### config.mk
export PLATFORM = sky130hd
export DESIGN_NAME = idle_ctrl
export DESIGN_NICKNAME = d
export VERILOG_FILES = /design/src/rtl/idle_pkg.sv /design/src/rtl/idle_core_seq.sv /design/src/rtl/idle_pkg_seq.sv /design/src/rtl/idle_ctrl.sv
export SDC_FILE = /design/constraint.sdc
export NUM_CORES = 1
export LEC_CHECK = 0
export BUFFER_PORTS_ARGS = -buffer_cell sky130_fd_sc_hd__buf_2
export CAP_MARGIN = 20
export CELL_PAD_IN_SITES_DETAIL_PLACEMENT = 0
export CELL_PAD_IN_SITES_GLOBAL_PLACEMENT = 1
export CORE_UTILIZATION = 27
export DETAILED_ROUTE_END_ITERATION = 10
export PLACE_DENSITY = 0.54
export SYNTH_ARGS = -nofsm -noshare
export SYNTH_HDL_FRONTEND = slang
export SYNTH_SLANG_ARGS = --single-unit
### constraint.sdc
create_clock -name clk -period 3.1 [get_ports clk]
set_input_delay 0.155 -clock clk [delete_from_list [all_inputs] [get_ports clk]]
set_output_delay 0.155 -clock clk [all_outputs]
set_load 0.05 [all_outputs]
### src/rtl/idle_pkg.sv
package idle_pkg;
    typedef enum logic [2:0] {
        CS_ACT  = 3'd0,
        CS_C1   = 3'd1,
        CS_C3   = 3'd2,
        CS_SAVE = 3'd3,
        CS_GOFF = 3'd4,
        CS_C6   = 3'd5,
        CS_GON  = 3'd6,
        CS_REST = 3'd7
    } core_st_e;

    typedef enum logic [1:0] {
        PK_RUN  = 2'd0,
        PK_WAKE = 2'd1,
        PK_DEEP = 2'd2
    } pkg_st_e;

    localparam logic [1:0] DEPTH_NONE  = 2'd0;
    localparam logic [1:0] DEPTH_LIGHT = 2'd1;
    localparam logic [1:0] DEPTH_CLKOFF = 2'd2;
    localparam logic [1:0] DEPTH_GATED = 2'd3;
endpackage

### src/rtl/idle_core_seq.sv
module idle_core_seq
    import idle_pkg::*;
#(
    parameter int TW = 8
) (
    input  logic          clk,
    input  logic          rst_n,
    input  logic          req,
    input  logic [1:0]    depth,
    input  logic          irq,
    input  logic          unc_ready,
    input  logic          save_done,
    input  logic          restore_done,
    input  logic          pg_ack,
    input  logic [TW-1:0] tmo_lim,
    output core_st_e      state,
    output logic          run,
    output logic          clk_most_en,
    output logic          clk_rest_en,
    output logic          pwr_en,
    output logic          save_req,
    output logic          restore_req
);
    core_st_e      state_q, state_d;
    logic [TW-1:0] cnt_q;
    logic          step_end;

    assign step_end = (cnt_q >= tmo_lim);

    always_comb begin
        state_d = state_q;
        unique case (state_q)
            CS_ACT: begin
                if (req && !irq) begin
                    if (depth == DEPTH_LIGHT)       state_d = CS_C1;
                    else if (depth == DEPTH_CLKOFF) state_d = CS_C3;
                    else if (depth == DEPTH_GATED)  state_d = CS_SAVE;
                end
            end
            CS_C1, CS_C3: if (irq) state_d = CS_ACT;
            CS_SAVE: begin
                if (irq)                         state_d = CS_ACT;
                else if (save_done || step_end)  state_d = CS_GOFF;
            end
            CS_GOFF: begin
                if (irq)                         state_d = CS_GON;
                else if (pg_ack || step_end)     state_d = CS_C6;
            end
            CS_C6:   if (irq && unc_ready)             state_d = CS_GON;
            CS_GON:  if (pg_ack || step_end)           state_d = CS_REST;
            CS_REST: if (restore_done || step_end)     state_d = CS_ACT;
            default: state_d = CS_ACT;
        endcase
    end

    always_ff @(posedge clk or negedge rst_n) begin
        if (!rst_n) begin
            state_q <= CS_ACT;
            cnt_q   <= '0;
        end else begin
            state_q <= state_d;
            if (state_d != state_q) cnt_q <= '0;
            else if (!step_end)     cnt_q <= cnt_q + 1'b1;
        end
    end

    always_comb begin
        run = 1'b0; clk_most_en = 1'b0; clk_rest_en = 1'b0;
        pwr_en = 1'b1; save_req = 1'b0; restore_req = 1'b0;
        unique case (state_q)
            CS_ACT:  begin run = 1'b1; clk_most_en = 1'b1; clk_rest_en = 1'b1; end
            CS_C1:   clk_rest_en = 1'b1;
            CS_C3:   ;
            CS_SAVE: begin clk_most_en = 1'b1; clk_rest_en = 1'b1; save_req = 1'b1; end
            CS_GOFF: pwr_en = 1'b0;
            CS_C6:   pwr_en = 1'b0;
            CS_GON:  ;
            CS_REST: begin clk_most_en = 1'b1; clk_rest_en = 1'b1; restore_req = 1'b1; end
            default: ;
        endcase
    end

    assign state = state_q;
endmodule

### src/rtl/idle_pkg_seq.sv
module idle_pkg_seq
    import idle_pkg::*;
(
    input  logic clk,
    input  logic rst_n,
    input  logic all_gated,
    input  logic any_irq,
    output logic unc_ready,
    output logic unc_act_en,
    output logic io_lp,
    output logic unc_clk_en,
    output logic deep
);
    pkg_st_e st_q, st_d;

    always_comb begin
        st_d = st_q;
        unique case (st_q)
            PK_RUN:  if (all_gated && !any_irq) st_d = PK_DEEP;
            PK_DEEP: if (any_irq)               st_d = PK_WAKE;
            PK_WAKE: st_d = PK_RUN;
            default: st_d = PK_RUN;
        endcase
    end

    always_ff @(posedge clk or negedge rst_n) begin
        if (!rst_n) st_q <= PK_RUN;
        else        st_q <= st_d;
    end

    always_comb begin
        unc_act_en = 1'b1; io_lp = 1'b0; unc_clk_en = 1'b1; deep = 1'b0;
        unique case (st_q)
            PK_RUN:  ;
            PK_WAKE: unc_act_en = 1'b0;
            PK_DEEP: begin unc_act_en = 1'b0; io_lp = 1'b1; unc_clk_en = 1'b0; deep = 1'b1; end
            default: ;
        endcase
    end

    assign unc_ready = (st_q == PK_RUN);
endmodule

### src/rtl/idle_ctrl.sv
module idle_ctrl
    import idle_pkg::*;
#(
    parameter int N  = 4,
    parameter int TW = 8
) (
    input  logic            clk,
    input  logic            rst_n,
    input  logic [TW-1:0]   tmo_lim,
    input  logic [N-1:0]    idle_req,
    input  logic [2*N-1:0]  idle_depth,
    input  logic [N-1:0]    irq,
    input  logic [N-1:0]    save_done,
    input  logic [N-1:0]    restore_done,
    input  logic [N-1:0]    pg_ack,
    output logic [3*N-1:0]  core_state,
    output logic [N-1:0]    core_run,
    output logic [N-1:0]    clk_most_en,
    output logic [N-1:0]    clk_rest_en,
    output logic [N-1:0]    pwr_en,
    output logic [N-1:0]    save_req,
    output logic [N-1:0]    restore_req,
    output logic            unc_act_en,
    output logic            io_lp,
    output logic            unc_clk_en,
    output logic            pkg_deep
);
    localparam int SW = $bits(core_st_e);

    logic [N-1:0] gated;
    logic         unc_ready;

    for (genvar gi = 0; gi < N; gi++) begin : g_core
        core_st_e st;
        idle_core_seq #(.TW(TW)) u_seq (
            .clk          (clk),
            .rst_n        (rst_n),
            .req          (idle_req[gi]),
            .depth        (idle_depth[2*gi +: 2]),
            .irq          (irq[gi]),
            .unc_ready    (unc_ready),
            .save_done    (save_done[gi]),
            .restore_done (restore_done[gi]),
            .pg_ack       (pg_ack[gi]),
            .tmo_lim      (tmo_lim),
            .state        (st),
            .run          (core_run[gi]),
            .clk_most_en  (clk_most_en[gi]),
            .clk_rest_en  (clk_rest_en[gi]),
            .pwr_en       (pwr_en[gi]),
            .save_req     (save_req[gi]),
            .restore_req  (restore_req[gi])
        );
        assign core_state[SW*gi +: SW] = st;
        assign gated[gi] = (st == CS_C6);
    end

    idle_pkg_seq u_pkg (
        .clk        (clk),
        .rst_n      (rst_n),
        .all_gated  (&gated),
        .any_irq    (|irq),
        .unc_ready  (unc_ready),
        .unc_act_en (unc_act_en),
        .io_lp      (io_lp),
        .unc_clk_en (unc_clk_en),
        .deep       (pkg_deep)
    );
endmodule

# [After elaboration in Yosys (flattened, before gate mapping)]
# Index checks and enable logic that the tools add are counted.
[op_classes] order_cmp=4 eq_ne=52 add_sub_neg=4 n_mux=90 n_reduce_logical=51
[ops] operator="$mux 3" n=48
[ops] operator="$pmux 3 s7" n=4
[ops] operator="$mux 8" n=8
[ops] operator="$eq 3x3->1 const B" n=16
[ops] operator="$add 8x1->8 const B" n=4
[ops] operator="$ge 8x8->1" n=4
[ops] operator="$mux 1" n=27
[ops] operator="$eq 3x2->1 const B" n=8
[ops] operator="$reduce_or 4->1" n=5
[ops] operator="$eq 2x2->1 const B" n=9
[ops] operator="$reduce_or 2->1" n=9
[ops] operator="$eq 3x1->1 const B" n=4
[ops] operator="$logic_not 3->1" n=4
[ops] operator="$logic_or 1x1->1" n=12
[ops] operator="$ne 3x3->1" n=4
[ops] operator="$reduce_or 3->1" n=4
[ops] operator="$eq 2x1->1 const B" n=5
[ops] operator="$logic_and 1x1->1" n=9
[ops] operator="$ne 2x2->1 const B" n=4
[ops] operator="$logic_not 1->1" n=5
[ops] operator="$mux 2" n=2
[ops] operator="$ne 2x1->1 const B" n=2
[ops] operator="$pmux 2 s2" n=1
[ops] operator="$reduce_and 4->1" n=1
[ops] operator="2 further kinds" n=2
[word_totals] regBits=46 in_bits=38 output_inout_bits=40 word_cells=210

# [Longest topological paths before layout]
# Gate-level depths: netlist of the first run.
[logic_depth] depth_word=8 mapped_depth=9

# [Hierarchy]
# Synthesis of the first run repeated with hierarchy kept, for this count alone.
[unflattened] hier_cells=530 area_unflattened_um2=4369.2
[modules_own_cells] mod="idle_core_seq at g_core[0].u_seq ..." cells_each=129 instances=3 area_each_um2=1056.0
[modules_own_cells] mod="idle_core_seq at g_core[3].u_seq" cells_each=121 instances=1 area_each_um2=992.2
[modules_own_cells] mod="idle_pkg_seq" cells_each=17 instances=1 area_each_um2=167.7
[modules_own_cells] mod="idle_ctrl" cells_each=5 instances=1 area_each_um2=41.3

# [Worst setup path after synthesis of the first run]
# Ideal clock, no wire load.
[synth_path] path_type="reg2reg" start="register g_core[1].u_seq.cnt_q[0]" end="register g_core[1].u_seq.cnt_q[0]" path_stages_with_launch=9 arrival_ns=2.130 n_path_buf=0 setup_slack_ns=0.827 t_required_ns=2.957 synth_period_minus_slack_ns=2.273 cell_sequence="dfrtp_1 inv_1 ha_1 nand2b_4 a2111oi_4 o21ai_4 o2111a_1 o41ai_4 nor3_1"
[synth_between] elab_chain_cells=7 word_cells_on_any_way=16
[synth_lines] element="from (decl)" line_no="idle_core_seq.sv:25" rtl="logic [TW-1:0] cnt_q;"
[synth_lines] element="from (signal assigned)" line_no="idle_core_seq.sv:63" rtl="else if (!step_end) cnt_q <= cnt_q + 1'b1;"
[synth_lines] element="$ge 8x8->1" line_no="idle_core_seq.sv:28" rtl="assign step_end = (cnt_q >= tmo_lim);"
[synth_lines] element="$logic_or 1x1->1 (on tied branches)" line_no="idle_core_seq.sv:47, idle_core_seq.sv:50, idle_core_seq.sv:43"
[synth_lines] element="$mux 3 (on tied branches)" line_no="idle_core_seq.sv:47, idle_core_seq.sv:43"
[synth_lines] element="$mux 3 (on tied branches)" line_no="idle_core_seq.sv:46, idle_core_seq.sv:42"
[synth_lines] element="$pmux 3 s7" line_no="idle_core_seq.sv:32" rtl="unique case (state_q)"
[synth_lines] element="$ne 3x3->1" line_no="idle_core_seq.sv:62" rtl="if (state_d != state_q) cnt_q <= '0;"
[synth_lines] element="$ne 2x2->1 (no line) or $mux 8 (tied branches)"
# Several ways; a longest one is shown, not always the timed one. The select of a mux whose other input is x is not followed.
# A chain may end at the register's enable or synchronous reset.

# [Worst setup path in the final report of the first run]
[layout_path] start="register g_core[1].u_seq.cnt_q[0]" end="register g_core[1].u_seq.cnt_q[5]"
# The elaborated chain is that of the path after synthesis.

==> summary.txt, run 1 <==
CTS sink cnt -> 46
Most used DFF post-synth -> dfrtp_1
Setup WS post-layout -> 615 ps
Post-Synthesis Cells -> 513
clock period minus worst slack -> 2490 ps
Worst Path Required -> 3250 ps
status -> complete, no violations
hold slack -> 129 ps
fraction of layout cells with a size suffix above 1 -> 0.179
ANT cells -> 0
max-slew violations -> 0
Num CTS Buffers -> 5
H-tree Lvls -> 2
Mapped Nets -> 589
critical path class -> reg -> reg
fillers -> 1560
I/O pin count -> 78
Hold Path Depth -> 3
DR vias -> 3781
area grow syn2layout -> 13.3%
setup TNS -> 0 ps
HP Class -> in -> reg
initial core utilization -> 0.279
fin nets -> 634
Relative slew margins -> 0.465
Power Total -> 4.55 mW
Post-synth ARST share -> 1.00
Syn Area/Cell -> 8.00 sq um
synth top area cells -> dfrtp_1 (28%), ha_1 (12%), a21oi_1 (4.9%)
Max Cap Violations -> 0
commonest cells after routing, fill and taps aside -> buf_2 (77), nor2_1 (52), nand2_1 (46), dfrtp_1 (46), a21oi_1 (40)
CTS tree -> built
Cell Pwr Density -> 979 mW/mm^2
dpl ws -> 610 ps
row cnt -> 44
EDFF count, synth -> 0
Max FO, Critical Path -> 9
Residual DRC -> 0
Vias/cell -> 5.09
drt total wl -> 11.1 mm
Die Ht -> 125 microns
clock slew at reported path FFs -> 60 ps
Post-CTS Setup Inserts -> 0
Placed Cells -> 734
Die ar. -> 0.0157 sq mm
most common cell after layout, fill and taps aside -> buf_2
all-layer global routing usage -> 0.146
Pre-antenna DRT Iters -> 7
vias in the first global route -> 3578
Yosys top cell area share -> 0.280
Setup crit end kind -> flop
clk root buf -> clkbuf_16
grt ovf -> 0
final setup violation count -> 0
first-pass GRT wire length -> 18.2 mm
Post-Route Skew -> 6.73 ps
Final Hold Fails -> 0
DPL Wire Length -> 8.35 mm
deepest clock path buffer count -> 2
Mapped Area -> 0.00411 sq mm
width of the die -> 125 microns
initial DRC count -> 202
CP startpoint kind -> flop
Final ANT Viol Nets -> 0
RD Place Congestion -> 0.818
worst slew pin tran -> 802 ps
cts repair resizes -> 0
Leak -> 2.18 nW
critical path data arrival time -> 2640 ps
buffers added on ports -> 77
f_max -> 0.402 GHz
Wirelength per Cell -> 14.9 microns
path depth of the worst reg2reg path -> 8
Cell Count, Final, Fillers Out -> 743
Worst VDD drop -> 449 uV
initial antenna violation count -> 0
latest clock arrival within the worst-skew pair -> 300 ps
Seq/Total Area, Yosys -> 0.280
Synth area leader -> dfrtp_1
Yosys warnings -> 0
RSZ-0062 raised after global routing -> false
post-synthesis register bit count -> 46
core outline area -> 0.0147 sq mm
Synth cell types -> 60
Final period util -> 0.802
largest net degree at the start of global routing -> 31
logic make-up (layout without fill, tap and decap cells):
family / after synthesis / count (layout) / share of synthesized area
flops: 46 / 46 / 0.280
xor+xnor: 25 / 25 / 0.0533
simple gates: 186 / 186 / 0.219
fa+ha+maj: 38 / 38 / 0.116
compound gates: 133 / 133 / 0.222
mux: 5 / 5 / 0.0122
buf+inv: 80 / 126 / 0.0969
report_power, final:
part	total (mW)	leakage, nW	switching [mW]	internal (mW)
Clock	0.563	0.0739	0.243	0.321
Sequential	1.14	0.609	0.384	0.758
Combinational	2.85	1.50	1.98	0.869
Total	4.55	2.18	2.61	1.95
final cells by class:
class | count | area, sq um | share of cell area
inverters | 34 | 128 | 0.0274
clock buffers | 7 | 143 | 0.0307
flip-flops and latches | 46 | 1150 | 0.247
clock inverters | 1 | 5.00 | 0.00108
well taps | 184 | 230 | 0.0495
multi-input cells | 387 | 2560 | 0.549
repair buffers | 84 | 440 | 0.0946
sequential cells by signal, indices dropped and copies added (netlist names):
signal              flops
g_core.u_seq.state     12
g_core.u_seq.cnt_q     32
u_pkg.st_q              2
cell usage after synthesis (6+ instances only):
cell type and instances:
nor2_1 52, dfrtp_1 46, nand2_1 46, a21oi_1 40
ha_1 38, inv_1 34, o21ai_0 31, buf_4 25
xnor2_1 20, clkbuf_1 17, nor3_1 17, nand3_1 12
nand4_1 11, and2_1 8, nand2b_1 8, nor2b_1 8
or3_1 8, and3_1 6
through the flow:
stage	area [sq um]	utilization
after floorplan	4110	-
after global placement	4500	0.306
after detailed placement	4500	0.306
after CTS	4650	0.317
after global routing	4650	0.317
final	4650	0.317
metal layers:
layer	vias to the layer above	track usage	wire, microns
li1	1895	-	-
met1	1802	0.184	5190
met2	75	0.253	5380
met3	9	0.0240	324
met4	0	0.0502	157
met5	-	0	0
worst paths after layout:
check	end	start	slack (ps)
max	g_core[1].u_seq.cnt_q[5]$_DFFE_PN0P_	g_core[1].u_seq.cnt_q[0]$_DFFE_PN0P_	610
min	g_core[1].u_seq.state[0]$_DFF_PN0_	idle_depth[2]	130
max reg2reg	g_core[1].u_seq.cnt_q[5]$_DFFE_PN0P_	g_core[1].u_seq.cnt_q[0]$_DFFE_PN0P_	610
min reg2reg	u_pkg.st_q[0]$_DFFE_PN0P_	u_pkg.st_q[0]$_DFFE_PN0P_	530
max in group asynchronous	g_core[1].u_seq.state[0]$_DFF_PN0_	rst_n	1880
min in group asynchronous	g_core[0].u_seq.cnt_q[6]$_DFFE_PN0P_	rst_n	490
worst max-delay path: stages, from the launching register on:
cell       delay [ps]
dfrtp_1           390
inv_1              80
ha_1              270
nand2b_4          150
a2111oi_4         430
o21ai_4           170
o2111a_1          300
o41ai_4           430
nor3_1            120
what timing repair did:
item,4_1_cts,5_1_grt
hold buffers,1,0
hold endpoints to repair,29,0
setup endpoints to repair,0,0
(Power assumes the default switching activity.)
==> inputs of run 2 (changes only) <==
Settings changed: PLACE_DENSITY 0.54 to 0.56.
Clock period 3.1 ns to 2.2 ns, I/O delays scaled along.
==> run 2 against run 1 <==
  * The flow now finishes with violations (DRC)
  * Via count increased by 3.2%
  * Register-to-register slack got worse by 560 ps
  * Flip-flop and latch count unchanged
  * Total power increased by 55%
  * Worst setup slack got worse by 560 ps
  * Worst hold slack got worse by 43 ps
  * Die area unchanged
  * Fmax increased by 16%
  * Largest cell class unchanged
==> summary.txt, run 2 (synthesis gave the netlist of run 1 again) <==
grt ovf -> 0
worst slew pin tran -> 559 ps
Placed Cells -> 782
H-tree Lvls -> 2
Residual DRC -> 4
max-slew violations -> 0
ANT cells -> 0
status -> complete, but fails checks
core outline area -> 0.0147 sq mm
Die ar. -> 0.0157 sq mm
CP startpoint kind -> flop
Post-Route Skew -> 2.33 ps
latest clock arrival within the worst-skew pair -> 300 ps
CTS tree -> built
Setup crit end kind -> flop
clock slew at reported path FFs -> 70 ps
Vias/cell -> 4.91
deepest clock path buffer count -> 2
Final Hold Fails -> 0
largest net degree at the start of global routing -> 26
initial antenna violation count -> 0
commonest cells after routing, fill and taps aside -> buf_2 (77), buf_4 (55), nor2_1 (52), nand2_1 (46), dfrtp_1 (45)
fillers -> 1560
first-pass GRT wire length -> 18.6 mm
reg2reg end -> g_core[1].u_seq.cnt_q[4]$_DFFE_PN0P_
f_max -> 0.466 GHz
Wirelength per Cell -> 14.1 microns
Relative slew margins -> 0.627
clock period minus worst slack -> 2150 ps
Max FO, Critical Path -> 8
hold path endpoint -> g_core[1].u_seq.state[0]$_DFF_PN0_
DPL Wire Length -> 8.79 mm
HP Class -> in -> reg
CTS sink cnt -> 46
Final period util -> 0.975
critical path class -> reg -> reg
Worst VDD drop -> 631 uV
Worst Path Required -> 2360 ps
reg2reg setup slack -> 50 ps
placed cell area -> 0.00488 sq mm
RD Place Congestion -> 0.794
vias in the first global route -> 3742
row cnt -> 44
r2r startpoint -> g_core[1].u_seq.cnt_q[0]$_DFFE_PN0P_
Max Cap Violations -> 0
Pre-antenna DRT Iters -> 7
area grow syn2layout -> 25.9%
drt total wl -> 11.2 mm
Die Ht -> 125 microns
clk root buf -> clkbuf_16
Leak -> 2.48 nW
violated checks -> DRC
DR vias -> 3901
Hold Path Origin -> idle_depth[2]
fin nets -> 686
Num CTS Buffers -> 5
initial core utilization -> 0.279
Hold Path Depth -> 3
all-layer global routing usage -> 0.147
fraction of layout cells with a size suffix above 1 -> 0.273
flip-flop count of the largest register after layout -> 32
Largest Register -> g_core.u_seq.cnt_q
RSZ-0062 raised after global routing -> true
Cell Pwr Density -> 1360 mW/mm^2
width of the die -> 125 microns
initial DRC count -> 165
path depth of the worst reg2reg path -> 9
I/O pin count -> 78
Final ANT Viol Nets -> 0
Cell Count, Final, Fillers Out -> 795
buffers added on ports -> 77
final instance area -> 0.00517 sq mm
most common cell after layout, fill and taps aside -> buf_2
critical path data arrival time -> 2310 ps
final setup violation count -> 0
run 2: metal layers:
| layer | share of wire | vias up | global-route usage |
|---|---|---|---|
| met5 | 0 | - | 0 |
| met4 | 0.010 | 0 | 0.0344 |
| met3 | 0.029 | 7 | 0.0282 |
| met2 | 0.48 | 64 | 0.252 |
| met1 | 0.48 | 1843 | 0.192 |
| li1 | - | 1987 | - |
run 2: cell type report:
class	instances	area (sq um)	area share
repair buffers	136	851	0.165
inverters	34	128	0.0247
multi-input cells	387	2640	0.511
clock buffers	8	166	0.0322
well taps	184	230	0.0446
flip-flops and latches	46	1150	0.223
run 2: stage by stage:
| step | hold WS, ps | setup TNS, ps | total power [mW] | utilization | setup slack, ps |
|---|---|---|---|---|---|
| final | 85.8 | 0 | 7.04 | 0.352 | 54.2 |
| after global routing | 102 | -372 | 7.58 | 0.352 | -61.6 |
| after CTS | 79.7 | 0 | 6.98 | 0.345 | 8.32 |
| after detailed placement | 144 | -591 | 6.06 | 0.332 | -111 |
| after global placement | 151 | -191 | 6.03 | 0.332 | -30.4 |
| after floorplan | -186 | -311 | 5.02 | - | -41.2 |
run 2: power by group:
group / switching (mW) / total (mW) / internal [mW]
Sequential: 0.327 / 1.40 / 1.07
Clock: 0.350 / 0.866 / 0.516
Combinational: 3.13 / 4.77 / 1.64
run 2: how the worst max path moves through the flow:
stage	from	endpoint	slack (ps)	cells past startpoint
3_3_place_gp	tmo_lim[2]	g_core[1].u_seq.cnt_q[0]$_DFFE_PN0P_	-30	10
6_report	g_core[1].u_seq.cnt_q[0]$_DFFE_PN0P_	g_core[1].u_seq.cnt_q[4]$_DFFE_PN0P_	50	9
4_1_cts	g_core[1].u_seq.cnt_q[0]$_DFFE_PN0P_	g_core[1].u_seq.cnt_q[4]$_DFFE_PN0P_	8	9
3_5_place_dp	tmo_lim[2]	g_core[1].u_seq.cnt_q[4]$_DFFE_PN0P_	-110	10
2_1_floorplan	g_core[1].u_seq.cnt_q[0]$_DFFE_PN0P_	g_core[1].u_seq.cnt_q[0]$_DFFE_PN0P_	-40	8
5_1_grt	g_core[1].u_seq.cnt_q[0]$_DFFE_PN0P_	g_core[1].u_seq.cnt_q[4]$_DFFE_PN0P_	-60	9
run 2: critical path, stage by stage (launching register included):
cell	delay, ps
dfrtp_1	390
inv_2	80
ha_4	190
nand2b_4	140
a2111oi_4	360
o21ai_4	110
o2111a_1	290
o41ai_4	220
buf_6	170
nor3_1	60
run 2: what timing repair did:
item                                    in CTS  in global routing
setup buffers                                0                  4
gates resized for setup                      4                 15
hold buffers                                 1                  0
endpoints found under the hold margin       21                  0
pin swaps                                    3                  3
endpoints found under the setup margin      16                 27
==> inputs of run 3 (changes only) <==
Settings changed: ABC_AREA from default to 1, CELL_PAD_IN_SITES_DETAIL_PLACEMENT 0 to default, CELL_PAD_IN_SITES_GLOBAL_PLACEMENT 1 to default, PLACE_DENSITY 0.56 to 0.43.
==> run 3 against run 2 <==
  * Highest routed layer unchanged
  * Global-route usage decreased by 0.92 points
  * Total power fell by 16%
  * Synthesized cell count rose by 13%
  * The run still ends with DRC left
  * Sequential power shrank 6%
  * First-iteration DRC count increased by 7.3%
  * Die area up 0.33%
==> summary.txt, run 3 <==
Final Hold Fails -> 0
deepest clock path buffer count -> 2
worst slew pin tran -> 563 ps
violated checks -> DRC
hold slack -> 174 ps
Worst Path Required -> 2420 ps
Worst path max stage delay -> 410 ps
f_max -> 0.505 GHz
CTS sink cnt -> 46
count leader, synth -> nand2_1
internal power -> 2.44 mW
initial DRC count -> 177
Largest Register -> g_core.u_seq.cnt_q
Final period util -> 0.901
setup TNS -> 0 ps
most common cell after layout, fill and taps aside -> nand2_1
core outline area -> 0.0147 sq mm
width of the die -> 126 microns
ANT cells -> 0
Max Cap Violations -> 0
Syn Area/Cell -> 7.08 sq um
latest clock arrival within the worst-skew pair -> 290 ps
vias in the first global route -> 3622
Worst VDD drop -> 961 uV
DR vias -> 3737
fin nets -> 719
commonest cells after routing, fill and taps aside -> nand2_1 (129), inv_1 (79), nor2_1 (78), buf_2 (77), dfrtp_1 (45)
I/O pin count -> 78
drt total wl -> 10.2 mm
Reg power frac -> 0.225
dpl ws -> 80.5 ps
Post-Route Skew -> 5.88 ps
row cnt -> 44
Post-Synthesis Cells -> 582
clock slew at reported path FFs -> 60 ps
Mapped Area -> 0.00412 sq mm
grt met1 use -> 0.187
post-synthesis register bit count -> 46
Synth cell types -> 35
GRT met3 Usage -> 0.0214
CTS tree -> built
critical path class -> reg -> reg
all-layer global routing usage -> 0.138
Pre-antenna DRT Iters -> 7
critical path's slowest cell -> dfrtp_1
Sw Share -> 0.586
Most used DFF post-synth -> dfrtp_1
H-tree Lvls -> 2
GR Util met2 -> 0.228
buffers added on ports -> 77
initial antenna violation count -> 0
Psw -> 3.45 mW
final setup violation count -> 0
CP startpoint kind -> flop
Combinational Power Share -> 0.646
Top cell by count, worst path -> nand2_1
Leak -> 2.68 nW
first-pass GRT wire length -> 17.7 mm
Max FO, Critical Path -> 8
clk root buf -> clkbuf_16
synth top area cells -> dfrtp_1 (28%), nand2_1 (12%), ha_1 (12%)
Synth area leader -> dfrtp_1
Cell Pwr Density -> 1230 mW/mm^2
critical path data arrival time -> 2200 ps
Die Ht -> 126 microns
Synth top cells by count -> nand2_1 (134), nor2_1 (80), inv_1 (79)
HP Class -> in -> reg
fraction of layout cells with a size suffix above 1 -> 0.225
grt ovf -> 0
Final ANT Viol Nets -> 0
Post-synth ARST share -> 1.00
Clk pwr share -> 0.129
gr busiest metal -> met2
largest net degree at the start of global routing -> 27
Wirelength per Cell -> 12.4 microns
Seq/Total Area, Yosys -> 0.279
DPL Wire Length -> 8.06 mm
area grow syn2layout -> 16.3%
initial core utilization -> 0.280
final instance area -> 0.00479 sq mm
RD Place Congestion -> 0.819
Residual DRC -> 2
clock period minus worst slack -> 1980 ps
max-slew violations -> 0
Yosys warnings -> 0
flip-flop count of the largest register after layout -> 32
Die ar. -> 0.0158 sq mm
Setup crit end kind -> flop
Setup WS post-layout -> 218 ps
placed cell area -> 0.00450 sq mm
Yosys top cell area share -> 0.279
Vias/cell -> 4.51
crit-path cells -> ha_1, a21o_1, nor2_4, nand3b_1, nand2_1, nand3_1, nand3_2, nand2_1, nand2_1, nand2_4, nor2_1
Relative slew margins -> 0.625
EDFF count, synth -> 0
Num CTS Buffers -> 5
Power Total -> 5.88 mW
status -> complete, but fails checks
Mapped Nets -> 658
-- run 3: changes by cell type after synthesis, sizes merged, moves of 13 or more --
cell    delta
nand2     +97
inv       +50
nor2      +36
a21oi     -30
nand3     +27
xnor2     -16
clkbuf    -15
xor2      +14
nand4     +13
-- run 3: repair_timing --
action                                  CTS  global route
setup buffers                             0             6
hold buffers                              1             0
hold endpoints to repair                 20             0
endpoints found under the setup margin    0            26
resized for setup                         0            20
-- run 3: metrics by stage --
stage               instances   util
global route              828  0.326
CTS                       822  0.317
detailed placement        813  0.306
global placement          813  0.306
finish                    828  0.326
floorplan                 582      -
-- run 3: kinds of logic after synthesis --
kind of cell	share of synthesized area
xor+xnor	0.0489
flops	0.279
compound gates	0.0756
simple gates	0.333
fa+ha+maj	0.115
buf+inv	0.143
mux	0.00486
-- run 3: area by class of cell --
| class | instances | area (sq um) |
|---|---|---|
| inverters | 85 | 320 |
| clock buffers | 5 | 125 |
| clock inverters | 3 | 21.3 |
| multi-input cells | 418 | 2460 |
| flip-flops and latches | 46 | 1150 |
| well taps | 184 | 230 |
| fillers | 1559 | 9910 |
| repair buffers | 87 | 475 |
-- run 3: path summary, 6_finish.rpt --
| path | from | end | slack, ps | cells after the start |
|---|---|---|---|---|
| max | g_core[1].u_seq.cnt_q[7]$_DFFE_PN0P_ | g_core[1].u_seq.cnt_q[3]$_DFFE_PN0P_ | 220 | 11 |
| min | pg_ack[0] | g_core[0].u_seq.state[0]$_DFF_PN0_ | 170 | 5 |
| max reg2reg | g_core[1].u_seq.cnt_q[7]$_DFFE_PN0P_ | g_core[1].u_seq.cnt_q[3]$_DFFE_PN0P_ | 220 | 11 |
| min reg2reg | u_pkg.st_q[0]$_DFFE_PN0P_ | u_pkg.st_q[0]$_DFFE_PN0P_ | 500 | 2 |
| max in group asynchronous | rst_n | g_core[2].u_seq.cnt_q[3]$_DFFE_PN0P_ | 1310 | 3 |
| min in group asynchronous | rst_n | g_core[0].u_seq.state[0]$_DFF_PN0_ | 340 | 2 |
-- run 3: critical path, delay by kind of cell, from the launching register on --
family,cells,cell delay [ps]
flip-flops,1,410
AO/OA/AOI/OAI,1,210
AND/OR/NAND/NOR,9,1000
adder cells (fa/ha/maj),1,300
-- run 3: routing by layer --
| layer | vias up | part of all wire |
|---|---|---|
| met5 | - | 0 |
| met4 | 0 | 0.011 |
| met3 | 8 | 0.030 |
| met2 | 64 | 0.47 |
| met1 | 1703 | 0.49 |
| li1 | 1962 | - |
-- run 3: power by group through the flow --
stage | logic, mW | registers [mW] | clock network, mW
after floorplan | 3.04 | 1.53 | 0
after global placement | 3.70 | 1.34 | 0
after detailed placement | 3.71 | 1.34 | 0
after CTS | 3.72 | 1.32 | 0.794
after global routing | 4.17 | 1.37 | 0.829
final | 3.80 | 1.32 | 0.759
